## config.mk

```make
export PLATFORM = sky130hd
export DESIGN_NAME = mtp_cmd_if
export DESIGN_NICKNAME = d
export VERILOG_FILES = /design/src/rtl/mci_pkg.sv /design/src/rtl/mci_bus_sampler.sv /design/src/rtl/mci_mode_fsm.sv /design/src/rtl/mci_read_path.sv /design/src/rtl/mtp_cmd_if.sv
export SDC_FILE = /design/constraint.sdc
export NUM_CORES = 1
export LEC_CHECK = 0
export CORE_MARGIN = 10
export CORE_UTILIZATION = 45
export CTS_BUF_LIST = sky130_fd_sc_hd__clkbuf_4
export CTS_CLUSTER_DIAMETER = 80
export CTS_CLUSTER_SIZE = 25
export DETAILED_ROUTE_END_ITERATION = 16
export DONT_BUFFER_PORTS = 1
export SLEW_MARGIN = 40
export SYNTH_ARGS = -nofsm -noshare
export SYNTH_HDL_FRONTEND = slang
export SYNTH_HIERARCHICAL = 1
export SYNTH_SLANG_ARGS = --single-unit
```

## constraint.sdc

```tcl
create_clock -name clk -period 2.4 [get_ports clk]
set_input_delay 0.48 -clock clk [delete_from_list [all_inputs] [get_ports clk]]
set_output_delay 0.48 -clock clk [all_outputs]
set_load 0.01 [all_outputs]
```

## src/rtl/mci_pkg.sv

```systemverilog
// Package: shared mode encoding, command bytes and identifier helper for
// the memory command register interface. Assumes 8-bit command bytes.
package mci_pkg;

    localparam int DATA_W = 8;

    typedef enum logic [2:0] {
        MD_READ    = 3'd0,
        MD_PSETUP  = 3'd1,
        MD_PROG    = 3'd2,
        MD_PVERIFY = 3'd3,
        MD_ESETUP  = 3'd4,
        MD_ERASE   = 3'd5,
        MD_EVERIFY = 3'd6
    } mode_e;

    localparam logic [DATA_W-1:0] CMD_READ    = 8'h00;
    localparam logic [DATA_W-1:0] CMD_PSETUP  = 8'h40;
    localparam logic [DATA_W-1:0] CMD_ESETUP  = 8'h20;
    localparam logic [DATA_W-1:0] CMD_EVERIFY = 8'hA0;
    localparam logic [DATA_W-1:0] CMD_PVERIFY = 8'hC0;
    localparam logic [DATA_W-1:0] CMD_RESET   = 8'hFF;

    // Build an identifier byte: 7-bit code plus a top bit giving odd weight.
    function automatic logic [DATA_W-1:0] id_byte(input logic [DATA_W-2:0] code);
        return {~^code, code};
    endfunction

endpackage

```

## src/rtl/mci_bus_sampler.sv

```systemverilog
// Bus sampler: detects the write strobe edges on the sampled bus, captures
// the address on the falling edge (chip selected) and flags the rising edge
// that completes the write. Assumes inputs are synchronous to clk and that
// the strobe stays low for at least one clock.
module mci_bus_sampler #(
    parameter int ADDR_W = 17
) (
    input  logic              clk,
    input  logic              rst_n,
    input  logic              ce_n,
    input  logic              we_n,
    input  logic [ADDR_W-1:0] addr,
    output logic [ADDR_W-1:0] addr_lat,
    output logic              wr_commit
);

    logic we_q;
    logic pend;
    logic fall;

    assign fall      = we_q & ~we_n & ~ce_n;
    assign wr_commit = ~we_q & we_n & pend;

    // Track the strobe level, open a write on the fall, close it on the rise.
    always_ff @(posedge clk) begin
        if (!rst_n) begin
            we_q     <= 1'b1;
            pend     <= 1'b0;
            addr_lat <= '0;
        end else begin
            we_q <= we_n;
            if (fall) begin
                pend     <= 1'b1;
                addr_lat <= addr;
            end else if (wr_commit) begin
                pend <= 1'b0;
            end
        end
    end

    AST_ADDR_HELD: assert property (@(posedge clk) disable iff (!rst_n)
        pend |=> $stable(addr_lat));

    AST_COMMIT_OPENED: assert property (@(posedge clk) disable iff (!rst_n)
        wr_commit |-> $past(fall) || $past(pend));

endmodule

```

## src/rtl/mci_mode_fsm.sv

```systemverilog
// Mode state machine: decodes completed write bytes into the operating mode
// and issues one-cycle program, erase and stop strobes to the array. Writes
// count only with the programming supply high and the core supply good.
module mci_mode_fsm
    import mci_pkg::*;
#(
    parameter int ADDR_W = 17
) (
    input  logic              clk,
    input  logic              rst_n,
    input  logic              vpp_hi,
    input  logic              supply_ok,
    input  logic              wr_commit,
    input  logic [DATA_W-1:0] wr_data,
    input  logic [ADDR_W-1:0] addr_lat,
    output mode_e             mode,
    output logic [ADDR_W-1:0] vaddr,
    output logic [ADDR_W-1:0] arr_waddr,
    output logic [DATA_W-1:0] arr_wdata,
    output logic              arr_prog,
    output logic              arr_erase,
    output logic              arr_stop
);

    logic accept;
    logic busy;
    logic is_verify;

    assign accept    = wr_commit & supply_ok;
    assign busy      = (mode == MD_PROG) || (mode == MD_ERASE);
    assign is_verify = (wr_data == CMD_EVERIFY) || (wr_data == CMD_PVERIFY);

    // Map a command byte to the mode it selects; unknown bytes mean read.
    function automatic mode_e decode_cmd(input logic [DATA_W-1:0] b);
        case (b)
            CMD_READ:    return MD_READ;
            CMD_PSETUP:  return MD_PSETUP;
            CMD_ESETUP:  return MD_ESETUP;
            CMD_EVERIFY: return MD_EVERIFY;
            CMD_PVERIFY: return MD_PVERIFY;
            default:     return MD_READ;
        endcase
    endfunction

    // Advance the mode on each accepted write and raise the array strobes.
    always_ff @(posedge clk) begin
        if (!rst_n) begin
            mode      <= MD_READ;
            vaddr     <= '0;
            arr_waddr <= '0;
            arr_wdata <= '0;
            arr_prog  <= 1'b0;
            arr_erase <= 1'b0;
            arr_stop  <= 1'b0;
        end else begin
            arr_prog  <= 1'b0;
            arr_erase <= 1'b0;
            arr_stop  <= 1'b0;
            if (!vpp_hi) begin
                mode <= MD_READ;
                if (busy) arr_stop <= 1'b1;
            end else if (accept) begin
                if (busy) arr_stop <= 1'b1;
                if (mode != MD_PSETUP && is_verify) vaddr <= addr_lat;
                case (mode)
                    MD_PSETUP: begin
                        mode <= MD_PROG;
                        if (wr_data != CMD_RESET) begin
                            arr_prog  <= 1'b1;
                            arr_waddr <= addr_lat;
                            arr_wdata <= wr_data;
                        end
                    end
                    MD_ESETUP: begin
                        if (wr_data == CMD_ESETUP) begin
                            mode      <= MD_ERASE;
                            arr_erase <= 1'b1;
                        end else begin
                            mode <= decode_cmd(wr_data);
                        end
                    end
                    default: mode <= decode_cmd(wr_data);
                endcase
            end
        end
    end

    AST_LOWVPP_READ: assert property (@(posedge clk) disable iff (!rst_n)
        !vpp_hi |=> mode == MD_READ);

    AST_LOCKOUT_HOLD: assert property (@(posedge clk) disable iff (!rst_n)
        (vpp_hi && !supply_ok) |=> $stable(mode));

    AST_PROG_AFTER_SETUP: assert property (@(posedge clk) disable iff (!rst_n)
        arr_prog |-> $past(mode) == MD_PSETUP && mode == MD_PROG);

    AST_ERASE_AFTER_SETUP: assert property (@(posedge clk) disable iff (!rst_n)
        arr_erase |-> $past(mode) == MD_ESETUP && mode == MD_ERASE);

    AST_STOP_ENDS_OP: assert property (@(posedge clk) disable iff (!rst_n)
        arr_stop |-> ($past(mode) == MD_PROG || $past(mode) == MD_ERASE));

    AST_ONE_STROBE: assert property (@(posedge clk) disable iff (!rst_n)
        $onehot0({arr_prog, arr_erase, arr_stop}));

endmodule

```

## src/rtl/mci_read_path.sv

```systemverilog
// Read path: chooses the array address (live or stored verify address),
// substitutes identifier bytes in read mode under identify high voltage,
// and registers the data bus and its drive enable.
module mci_read_path
    import mci_pkg::*;
#(
    parameter int                ADDR_W    = 17,
    parameter logic [DATA_W-2:0] MFR_CODE7 = 7'h42,
    parameter logic [DATA_W-2:0] DEV_CODE7 = 7'h4F
) (
    input  logic              clk,
    input  logic              rst_n,
    input  mode_e             mode,
    input  logic [ADDR_W-1:0] addr,
    input  logic [ADDR_W-1:0] vaddr,
    input  logic              id_hv,
    input  logic              ce_n,
    input  logic              oe_n,
    input  logic              we_n,
    input  logic [DATA_W-1:0] arr_rdata,
    output logic [ADDR_W-1:0] arr_raddr,
    output logic [DATA_W-1:0] dout,
    output logic              dout_en
);

    localparam logic [DATA_W-1:0] MFR_BYTE = id_byte(MFR_CODE7);
    localparam logic [DATA_W-1:0] DEV_BYTE = id_byte(DEV_CODE7);

    logic in_verify;
    logic show_id;
    logic drive;
    logic [DATA_W-1:0] rd_val;

    assign in_verify = (mode == MD_PVERIFY) || (mode == MD_EVERIFY);
    assign show_id   = (mode == MD_READ) && id_hv;
    assign drive     = ~ce_n & ~oe_n & we_n;
    assign arr_raddr = in_verify ? vaddr : addr;

    // Select identifier or array byte for the current read.
    always_comb begin
        if (show_id) rd_val = addr[0] ? DEV_BYTE : MFR_BYTE;
        else         rd_val = arr_rdata;
    end

    // Register the outbound byte and the pad drive enable.
    always_ff @(posedge clk) begin
        if (!rst_n) begin
            dout    <= '0;
            dout_en <= 1'b0;
        end else begin
            dout_en <= drive;
            dout    <= drive ? rd_val : '0;
        end
    end

    AST_BUS_RELEASED: assert property (@(posedge clk) disable iff (!rst_n)
        (ce_n || oe_n || !we_n) |=> !dout_en && dout == '0);

    AST_ID_ODD_WEIGHT: assert property (@(posedge clk) disable iff (!rst_n)
        (dout_en && $past(show_id)) |-> ^dout);

endmodule

```

## src/rtl/mtp_cmd_if.sv

```systemverilog
// Top: command register interface of a byte-wide reprogrammable memory.
// Connects the bus sampler, the mode state machine and the read path.
// Assumes a pad ring outside that merges din/dout/dout_en into one bus.
module mtp_cmd_if
    import mci_pkg::*;
#(
    parameter int                ADDR_W    = 17,
    parameter logic [DATA_W-2:0] MFR_CODE7 = 7'h42,
    parameter logic [DATA_W-2:0] DEV_CODE7 = 7'h4F
) (
    input  logic              clk,
    input  logic              rst_n,
    input  logic [ADDR_W-1:0] addr,
    input  logic [7:0]        din,
    output logic [7:0]        dout,
    output logic              dout_en,
    input  logic              ce_n,
    input  logic              oe_n,
    input  logic              we_n,
    input  logic              vpp_hi,
    input  logic              id_hv,
    input  logic              supply_ok,
    output logic [ADDR_W-1:0] arr_raddr,
    input  logic [7:0]        arr_rdata,
    output logic [ADDR_W-1:0] arr_waddr,
    output logic [7:0]        arr_wdata,
    output logic              arr_prog,
    output logic              arr_erase,
    output logic              arr_stop
);

    logic [ADDR_W-1:0] addr_lat;
    logic [ADDR_W-1:0] vaddr;
    logic              wr_commit;
    mode_e             mode;

    mci_bus_sampler #(.ADDR_W(ADDR_W)) u_sampler (
        .clk       (clk),
        .rst_n     (rst_n),
        .ce_n      (ce_n),
        .we_n      (we_n),
        .addr      (addr),
        .addr_lat  (addr_lat),
        .wr_commit (wr_commit)
    );

    mci_mode_fsm #(.ADDR_W(ADDR_W)) u_fsm (
        .clk       (clk),
        .rst_n     (rst_n),
        .vpp_hi    (vpp_hi),
        .supply_ok (supply_ok),
        .wr_commit (wr_commit),
        .wr_data   (din),
        .addr_lat  (addr_lat),
        .mode      (mode),
        .vaddr     (vaddr),
        .arr_waddr (arr_waddr),
        .arr_wdata (arr_wdata),
        .arr_prog  (arr_prog),
        .arr_erase (arr_erase),
        .arr_stop  (arr_stop)
    );

    mci_read_path #(
        .ADDR_W    (ADDR_W),
        .MFR_CODE7 (MFR_CODE7),
        .DEV_CODE7 (DEV_CODE7)
    ) u_rdpath (
        .clk       (clk),
        .rst_n     (rst_n),
        .mode      (mode),
        .addr      (addr),
        .vaddr     (vaddr),
        .id_hv     (id_hv),
        .ce_n      (ce_n),
        .oe_n      (oe_n),
        .we_n      (we_n),
        .arr_rdata (arr_rdata),
        .arr_raddr (arr_raddr),
        .dout      (dout),
        .dout_en   (dout_en)
    );

endmodule

```

* Yosys cells after proc, flatten, opt, wreduce, memory -nomap -nowiden
Index checks and enable logic that the tools add are counted.
Cells by class: eq/ne operators 12, mux-type cells 14, bitwise gates (word level) 11, reduce and logical (&&, ||, !) cells 13
Operators with widths (number):
- two-way mux 17 bit | 1
- equality test 8 bit, second input constant | 2
- two-way mux 8 bit | 2
- case mux 3 bit (4 select lines) | 1
- AND reduction 4 bit | 3
- equality test 3 bit, second input constant | 3
- case mux 3 bit (3 select lines) | 1
- equality test 8 x 6 -> 1 bit, second input constant | 1
- equality test 8 x 7 -> 1 bit, second input constant | 1
- != test 8 bit, second input constant | 1
- bitwise AND 1 bit | 7
- two-way mux 1 bit | 7
- equality test 3 x 2 -> 1 bit, second input constant | 2
- case mux 3 bit (2 select lines) | 1
- inverter 1 bit | 4
- AND reduction 2 bit | 2
- equality test 3 x 1 -> 1 bit, second input constant | 1
- logical NOT 3 bit | 1
- logical OR 1 bit | 3
- two-way mux 3 bit | 1
- != test 3 x 1 -> 1 bit, second input constant | 1
- AND reduction 3 bit | 1
- logical AND 1 bit | 2
- nonzero test 2 bit | 1
Storage, ports and cells: register bits after elaboration 76, input port bits 41, output and inout bits 54, logic and storage cells 62

* Longest topological paths before layout
word-level depth 6, depth in mapped cells 8, depth with buffers taken out 6

* Cells and area by module
Netlist, hierarchy kept.
Modules (own cells, without submodules):
- mci_mode_fsm | instances 1, cells an instance 198, area an instance 1865.5 µm², seq. area each 960.9 µm²
- mci_bus_sampler | instances 1, cells an instance 84, area an instance 710.7 µm², seq. area each 380.4 µm²
- mci_read_path | instances 1, cells an instance 50, area an instance 501.7 µm², seq. area each 180.2 µm²

* Worst setup path before layout
Ideal clock, no wire load.
kind input -> register, from in din[0], to reg u_fsm.vaddr[10], setup time 0.132 ns, arrival time 1.879 ns, data required time 2.268 ns, setup slack 0.388 ns, stages 6, buffers on the path 2, cells stage by stage or4_4 > or4_1 > buf_6 > buf_8 > o21ai_1 > a21oi_1
Between the ends: cells in the longest elaborated chain, start to end 4, elaborated cells between the ends (all ways) 5, those cells by class eq/ne: 2; reduce/logical: 3
Ends and longest elaborated chain:
- from (decl) | line mtp_cmd_if.sv:14 | input logic [7:0] din,
- equality test 8 bit | line mci_mode_fsm.sv:31 | assign is_verify = (wr_data == CMD_EVERIFY) || (wr_data == CMD_PVERIFY);
- logical OR 1 bit * | line mci_mode_fsm.sv:31
- logical AND 1 bit * | line mci_mode_fsm.sv:64 | if (mode != MD_PSETUP && is_verify) vaddr <= addr_lat;
- AND reduction 3 bit (no line) *
- to (signal assigned) | line mci_mode_fsm.sv:64
- to (decl) | line mci_mode_fsm.sv:17 | output logic [ADDR_W-1:0] vaddr,
Every way passes the cells marked *; elsewhere a longest branch is shown, timed or not. A chain may end at the register's enable or synchronous reset.

* Worst setup path in the final report
from reg u_fsm.mode[0], to out arr_raddr[0]
Between the ends: cells in the longest elaborated chain, start to end 3, elaborated cells between the ends (all ways) 4, those cells by class eq/ne: 2; mux: 1; reduce/logical: 1
Ends and longest elaborated chain:
- from (decl) | line mci_mode_fsm.sv:16 | output mode_e mode,
- from (signal assigned) | line mci_mode_fsm.sv:79 | mode <= decode_cmd(wr_data);
- from (signal assigned) | line mci_mode_fsm.sv:82 | default: mode <= decode_cmd(wr_data);
- equality test 3 x 2 -> 1 bit or equality test 3 bit (tied branches) | line mci_read_path.sv:34 | assign in_verify = (mode == MD_PVERIFY) || (mode == MD_EVERIFY);
- logical OR 1 bit * | line mci_read_path.sv:34
- two-way mux 17 bit * | line mci_read_path.sv:37 | assign arr_raddr = in_verify ? vaddr : addr;
- to (decl) | line mtp_cmd_if.sv:23 | output logic [ADDR_W-1:0] arr_raddr,
Marks and branches as above.

==> flow_summary.ini <==
[clock_tree]
clk-insertion-delay-late_ps = 410
cts.clk_slew.worst_paths_ps = 130
htree_levels = 3
cts_sinks = 76
cts_tree = yes
numCtsBuffers = 9
root_buffer = clkbuf_4
hold_buffers = 0
clockBufferDepth = 2

[worst_setup_path]
r2r_slack_ps = 480
r2r-end = u_fsm/arr_waddr[4]$_SDFFE_PN0P_
path_class = reg2out
required_ps = 1920
cp-start-kind = register
crit_path_end_kind = output pin
r2r-start = u_fsm/mode[0]$_SDFFE_PN0P_
r2r_cells = 5
cp_data_arrival_time_ps = 1750
cp_max_fo = 17

[synthesis]
yosysTopAreaCell = dfxtp_1
synth_cell_types = 37
synth_seq_cells = 76
ys.flop_type = dfxtp_1
async_reset_ff_frac = 0
netlist_instances = 332
yosys_warnings = 6
netlist.area_leader.share = 0.494
avgSynthCellArea_sq_um = 9.27
syn-num-nets = 373
synthTopCellsByCount = dfxtp_1 (76), nor2_1 (38), nand3_1 (37)
synth.most_common_cell = dfxtp_1
yosys-top-cells-area = dfxtp_1 (49%), mux2i_1 (8.1%), mux2_2 (6.2%), nand3_1 (6.0%), nor2_1 (4.6%)
synth_edf_count = 0
syn_area_sq_mm = 0.00308
yosysSeqAreaShare = 0.494

[sta]
clock_skew_ps = 8.22
slew_headroom = 0.514
final.setup.tns_ps = 0
fmax_ghz = 0.448
fin_crit_ps = 2230
period_share = 0.930
timing.hold.ws_ps = 139
setup_viol = 0
worst_slew_pin_slew_ps = 727
drv_slew = 0
rsz0062_at_grt = false
hold_viol_final = 0

[power]
power_frac_clock = 0.364
peakVddDrop_mv = 0.298
power_density_mw_per_mm2 = 668
seqPwrFrac = 0.591
switching_share = 0.253
p_comb_frac = 0.044
internal-power_mw = 1.63
p_leak_nw = 1.33
power.switching_mw = 0.552

[floorplan]
rows = 30
dieArea_sq_mm = 0.0105
die_y_microns = 103
start_util = 0.458
coreArea_sq_mm = 0.00672
io_pins = 95
die_w_microns = 103

[global_route]
antenna_found_initial = 0
met2_usage = 0.230
met1_usage = 0.169
grt-ovfl-total = 0
grt_max_degree = 40
grtUsageMet3 = 0.0523
grt_pass1_wl_mm = 11.6
grt_busiest_layer = met2
grt_pass1_vias = 2140
track_usage = 0.143

[worst_hold_path]
hp-start = rst_n
min_path_type = in2reg
whs_endpoint = u_sampler/we_q$_SDFF_PN1_
whs_path_depth = 1

[detailed_routing]
finalWirelength_mm = 7.64
drt_iter0_drc = 94
firstDrtPassIters = 4
vias_per_cell = 5.67
antenna_left = 0
wl_per_cell_microns = 18.5
via_count = 2348
drcViolationCount = 0

[finish]
drive_above_1_share = 0.141
area_growth_pct = 6.38
final_nets = 370
diodes = 0
fin_cells = 414

[placed_design]
dp_cells = 398
gp_congestion = 0.776
portBuffers = 0
place_hpwl_mm = 5.27

[flow_run]
cap_violations = 0

[run_status]
status = finished, final reports clean
[flip-flops by register name (all words and copies together), names as in the netlist]
name	cells
u_fsm/arr_waddr	17
u_fsm/vaddr	17
u_sampler/addr_lat	17
u_fsm/arr_wdata	8
u_rdpath/dout	8
u_fsm/mode	3
u_fsm/arr_erase	1
u_fsm/arr_prog	1
u_fsm/arr_stop	1
u_rdpath/dout_en	1
u_sampler/pend	1
u_sampler/we_q	1
[cell type report]
cell class / instances / area (sq um)
clock buffer: 9 / 67.6
clock inverter: 7 / 75.1
fill: 645 / 3440
inverter: 4 / 15.0
multi-input combinational: 231 / 1430
sequential: 76 / 1520
tap: 80 / 100
timing repair buffer: 7 / 65.1
[critical path, stage by stage (launching register included)]
cell and delay, ps:
dfxtp_1 480, xor2_1 270, nand2_4 210, mux2_2 380
[worst max-delay path by stage]
| stage | start | end | cells after the start |
|---|---|---|---|
| finish | u_fsm/mode[0]$_SDFFE_PN0P_ | arr_raddr[0] | 3 |
| global route | u_fsm/mode[0]$_SDFFE_PN0P_ | arr_raddr[0] | 3 |
| CTS | u_fsm/mode[2]$_SDFFE_PN0P_ | arr_raddr[0] | 3 |
| detailed placement | din[0] | u_fsm/vaddr[15]$_SDFFE_PN0P_ | 5 |
| global placement | din[0] | u_fsm/vaddr[8]$_SDFFE_PN0P_ | 5 |
| floorplan | din[0] | u_fsm/vaddr[10]$_SDFFE_PN0P_ | 6 |
[routing by layer]
metal,routed length (microns),vias to the layer above
met3,748,10
met1,3250,1087
met2,3530,82
li1,-,1169
met4,110,0
met5,0,-
[metrics by stage]
step                power, mW  worst slack (ps)   util  area, sq um
finish                   2.19               167  0.487         3270
floorplan                1.41               388      -         3080
detailed placement       1.42               402  0.465         3130
global route             2.28              28.6  0.487         3270
global placement         1.42               413  0.465         3130
CTS                      2.21              86.6  0.487         3270
[power groups by stage]
stage / clock network (mW) / logic [mW] / registers, mW
detailed placement: 0 / 0.0985 / 1.32
global route: 0.874 / 0.108 / 1.30
global placement: 0 / 0.0973 / 1.32
CTS: 0.819 / 0.0992 / 1.29
floorplan: 0 / 0.0900 / 1.32
finish: 0.796 / 0.0971 / 1.29
[cells by family after synthesis]
kind of cell           Yosys count  share of synthesized area
AND/OR/NAND/NOR                125                      0.202
flip-flops                      76                      0.494
AO/OA/AOI/OAI                   62                      0.105
multiplexers                    42                      0.143
buffers and inverters           25                     0.0488
XOR/XNOR                         2                    0.00569
[placed cells by master, fill, tap and decap left out, drive strengths merged]
cell / Yosys / routed
o21ai: 35 / 35
nor3b: 2 / 2
a21oi: 23 / 23
nand4: 3 / 3
mux2: 17 / 17
nand2b: 3 / 3
nand3: 37 / 37
nor3: 2 / 2
and3: 4 / 4
a32oi: 1 / 1
nor4b: 2 / 2
clkinv: 1 / 3
buf: 13 / 7
dfxtp: 76 / 76
nor4: 1 / 1
mux2i: 25 / 25
or4b: 1 / 1
nor2: 38 / 38
nand3b: 1 / 1
bufinv: 0 / 1
and2: 1 / 1
a211oi: 1 / 1
o2111ai: 1 / 1
clkinvlp: 0 / 3
xor2: 2 / 2
nand2: 27 / 27
nor2b: 1 / 1
inv: 3 / 4
clkbuf: 8 / 9
or4: 2 / 2
a221oi: 1 / 1
[what timing repair did]
item                                    CTS  global route
gates cloned                              0             0
endpoints found under the setup margin    1            17
gates resized for setup                   1             1
setup buffers                             0             0
Power figures use the tool's default switching activity.
